## src/rtl/rxd_fetch_sched.sv

```systemverilog
module rxd_fetch_sched #(
  parameter int CNT_W    = 16,
  parameter int CRED_W   = 4,
  parameter int IDLE_LEN = 4
) (
  input  logic              clk,
  input  logic              rst_n,
  input  logic              soft_rst,
  input  logic              cfg_wr,
  input  logic [31:0]       cfg_wdata,
  output logic [31:0]       cfg_rdata,
  input  logic [CNT_W-1:0]  fifo_empty,
  input  logic              bus_busy,
  input  logic [CRED_W-1:0] enq_credit,
  output logic              fetch_req,
  output logic              fetch_urgent,
  input  logic              fetch_ack
);

  localparam int IW = $clog2(IDLE_LEN + 1);
  localparam int CW = (CNT_W > 16) ? CNT_W : 16;

  logic [13:0]   urg_q, rlx_q;
  logic [IW-1:0] idle_q;

  wire [15:0] urg_thr = {urg_q, 2'b00};
  wire [15:0] rlx_thr = {rlx_q, 2'b00};

  assign cfg_rdata = {urg_thr, rlx_thr};

  wire [CW-1:0] free_x   = CW'(fifo_empty);
  wire          bus_idle = (idle_q == IW'(IDLE_LEN));
  wire          have_cr  = |enq_credit;
  wire          urg_hit  = free_x > CW'(urg_thr);
  wire          rlx_hit  = bus_idle && (free_x > CW'(rlx_thr));
  wire          launch   = !fetch_req && have_cr && (urg_hit || rlx_hit);

  always_ff @(posedge clk or negedge rst_n) begin
    if (!rst_n) begin
      urg_q <= '0;
      rlx_q <= '0;
    end else if (cfg_wr) begin
      urg_q <= cfg_wdata[31:18];
      rlx_q <= cfg_wdata[15:2];
    end
  end

  always_ff @(posedge clk or negedge rst_n) begin
    if (!rst_n)
      idle_q <= '0;
    else if (soft_rst || bus_busy)
      idle_q <= '0;
    else if (!bus_idle)
      idle_q <= idle_q + 1'b1;
  end

  always_ff @(posedge clk or negedge rst_n) begin
    if (!rst_n) begin
      fetch_req    <= 1'b0;
      fetch_urgent <= 1'b0;
    end else if (soft_rst || (fetch_req && fetch_ack)) begin
      fetch_req    <= 1'b0;
      fetch_urgent <= 1'b0;
    end else if (launch) begin
      fetch_req    <= 1'b1;
      fetch_urgent <= urg_hit;
    end
  end

endmodule


```

## config.mk

```make
export PLATFORM = sky130hd
export DESIGN_NAME = rxd_fetch_sched
export DESIGN_NICKNAME = d
export VERILOG_FILES = /design/src/rtl/rxd_fetch_sched.sv
export SDC_FILE = /design/constraint.sdc
export NUM_CORES = 1
export LEC_CHECK = 0
export BUFFER_PORTS_ARGS = -buffer_cell sky130_fd_sc_hd__buf_4
export CAP_MARGIN = 15
export CELL_PAD_IN_SITES_DETAIL_PLACEMENT = 2
export CELL_PAD_IN_SITES_GLOBAL_PLACEMENT = 2
export CORE_MARGIN = 2
export CORE_UTILIZATION = 29
export CTS_BUF_LIST = sky130_fd_sc_hd__clkbuf_4 sky130_fd_sc_hd__clkbuf_8
export DETAILED_ROUTE_END_ITERATION = 12
export PLACE_DENSITY = 0.95
export SETUP_SLACK_MARGIN = 0.02
export SYNTH_ARGS = -nofsm -noshare
export SYNTH_HDL_FRONTEND = slang
export SYNTH_SLANG_ARGS = --single-unit
```

## constraint.sdc

```tcl
create_clock -name clk -period 3 [get_ports clk]
set_input_delay 0.15 -clock clk [delete_from_list [all_inputs] [get_ports clk]]
set_output_delay 0.15 -clock clk [all_outputs]
set_load 0.01 [all_outputs]
```

==> flow_summary.toml <==
[run_status]
outcome = "finished, final reports clean"

[cts]
clockBufferDepth = 2
h-tree-depth = 2
insertion_delay_ns = 0.28
path_clk_slew_ns = 0.07
cts_root_buf = "clkbuf_8"
cts_buffers = 5
cts-resized-gates = 0
clock-sinks = 33
cts_tree = "yes"

[placed_design]
gp_congestion = 0.7387
placed_cell_area_um2 = 2653
placed_cells = 374
io_buffers = 83
dp_hpwl_um = 5022
pre_cts_slack_ns = 0.9854

[global_routing]
antenna_found_initial = 0
track_usage = 0.1709
gr-total-overflow = 0
grt_max_degree = 55
grt_pass1_wl_um = 9860
grt_pass1_vias = 2042

[floorplanning]
core-area_um2 = 6681
die_area_um2 = 7471
rows = 30
start_util = 0.2949
fp.dieW_um = 86.44
io_pins = 92
dieHeight_um = 86.44

[setup_path]
rr_worst_depth = 7
cp_max_fo = 3
cp-endpoint = "fetch_req"
worstPathRequired_ns = 3.16
path_depth = 7
arrival_ns = 2.19
cp_num_buf_inv = 1
worstSetupStartpoint = "urg_q[4]"
worst_path_most_repeated_cell = "o31a_1"
worst_setup_path_start_kind = "register"
max_stage_delay_ns = 0.35
cp_top_family = "compound AO/OA/AOI/OAI gates"
crit_chain = "inv_1 > ha_1 > a21oi_1 > a21boi_0 > o31a_1 > o311a_1 > o31a_1"
r2r-start = "urg_q[4]"
crit_path_top_delay_cell = "dfrtp_1"
rrSetupSlack_ns = 0.97
cp-end-kind = "register"
worstSetupPathType = "reg -> reg"
r2r-end = "fetch_req"

[route]
final_antenna_net_count = 0
drt-total-wl_um = 6052
drt-wirelength-per-cell_um = 15.84
vias = 1855
drcViolationCount = 0
first_pass_iters = 4
drtIter0Drc = 22
vias_per_cell = 4.856

[synth]
synth-edff-count = 0
syn_area_per_cell_um2 = 9.040
yosysUniqueCellTypes = 30
synth_top_cell_area_share = 0.4190
yosysWarnings = 0
synth_seq_cells = 33
syn_inst = 218
ys_seq_area_frac = 0.4190
synth.cell_area_um2 = 1971
ys_async_sr_fraction = 1.000
ys.flop_type = "dfrtp_1"
synth_area_leaders = "dfrtp_1 (42%), ha_1 (19%), o21ai_0 (7.4%), inv_1 (5.9%), nand2_1 (5.9%)"
synth_top_cell_by_area = "dfrtp_1"

[sta]
hold_viol = 0
rsz0062_at_grt = "no"
fin_hold_ws_ns = 0.04675
setup_slack_ns = 0.9739
slew_violations = 0
period_needed_ns = 2.026
tns_ns = 0
timing.fmax_ghz = 0.4936
clock_skew_ns = 0.004604
setup-violations-final = 0
post-route-period-util = 0.6754

[worst_hold_path]
hp-class = "in -> reg"
hold_depth = 2

[finish]
multiInputGateArea_um2 = 987.2
nets = 390
final_design_area_no_fill_um2 = 2753
final_core_util = 0.4120
fin_cells = 382
area_growth_pct = 39.68
n_fill_cell = 743
drive_above_1_share = 0.3079
insertedDiodeCount = 0
regArea_um2 = 825.8

[power]
vdd.ir_drop.worst_v = 0.0001510
p_leak_nw = 1.428
powerDensity_nw_per_um2 = 435.8
power.total_mw = 1.200

[job]
cap_violations = 0
## repair_timing
| item | CTS | global route |
|---|---|---|
| hold buffers | 1 | 0 |
| hold endpoints to repair | 33 | 0 |
| endpoints found under the setup margin | 0 | 0 |
| setup buffers | 0 | 0 |
## how the worst min path moves through the flow
| stage | slack, ns | end | from |
|---|---|---|---|
| after floorplan | -0.15 | fetch_req | rst_n |
| after global placement | 0.12 | urg_q[7] | rst_n |
| after detailed placement | 0.13 | urg_q[7] | rst_n |
| after CTS | 0.04 | idle_q[0] | bus_busy |
| after global routing | 0.04 | idle_q[0] | bus_busy |
| final | 0.05 | idle_q[0] | bus_busy |
## synth_stat cells (2+ instances only)
| library cell | n |
|---|---|
| nand4_1 | 6 |
| buf_4 | 4 |
| a21boi_0 | 2 |
| mux2_2 | 2 |
| nand2_1 | 31 |
| a21oi_1 | 13 |
| clkbuf_1 | 5 |
| o21ai_0 | 29 |
| dfrtp_1 | 33 |
| nand2b_1 | 2 |
| nor2_1 | 4 |
| inv_1 | 31 |
| ha_1 | 30 |
| o31a_1 | 2 |
| nor3_1 | 3 |
| nand3_1 | 6 |
| nor4_1 | 2 |
## registers in the layout (all words and copies together) (netlist names)
| name | cells |
|---|---|
| urg_q | 14 |
| idle_q | 3 |
| rlx_q | 14 |
| fetch_req | 1 |
| fetch_urgent | 1 |
## metal layers
metal | vias up | wire, um | global-route usage
met4 | 0 | 40 | 0.04545
li1 | 899 | - | -
met3 | 4 | 287 | 0.03905
met5 | - | 0 | 0
met2 | 56 | 3326 | 0.3175
met1 | 896 | 2398 | 0.1956
## placed cells by master, fill, tap and decap left out, drive strengths merged
cell type	n
a211oi	1
a21boi	2
a21o	1
a21oi	13
buf	83
clkbuf	7
conb	4
dfrtp	33
dlygate4sd3	1
ha	30
inv	31
mux2	2
mux2i	1
nand2	31
nand2b	2
nand3	6
nand3b	1
nand4	6
nor2	4
nor3	3
nor4	2
o21a	1
o21ai	29
o21ba	1
o2bb2ai	1
o311a	1
o31a	2
o31ai	1
or4	1
xnor2	1
## where the power goes
group | internal [mW] | switching (mW)
Combinational | 0.166 | 0.170
Clock | 0.191 | 0.160
Sequential | 0.486 | 0.0262
Total | 0.843 | 0.357
## area by class of cell
cell class / instances / area share
clock buffers: 7 / 0.03273
inverters: 31 / 0.04227
multi-input cells: 147 / 0.3586
flip-flops and latches: 33 / 0.3000
well taps: 80 / 0.03636
repair buffers: 84 / 0.2300
## logic make-up (layout without fill, tap and decap cells)
family | Yosys count | count (layout) | share of synthesized area
AOI/OAI and AO/OA | 53 | 53 | 0.1530
and+or+nand+nor | 56 | 56 | 0.1289
muxes | 3 | 3 | 0.01651
other | 1 | 4 | 0.001903
xor gates and xnor gates | 1 | 1 | 0.004445
adders and majority gates | 30 | 30 | 0.1905
DFF | 33 | 33 | 0.4190
buffers and inverters | 41 | 122 | 0.08571
No activity file was read; power rests on OpenSTA's default activity.
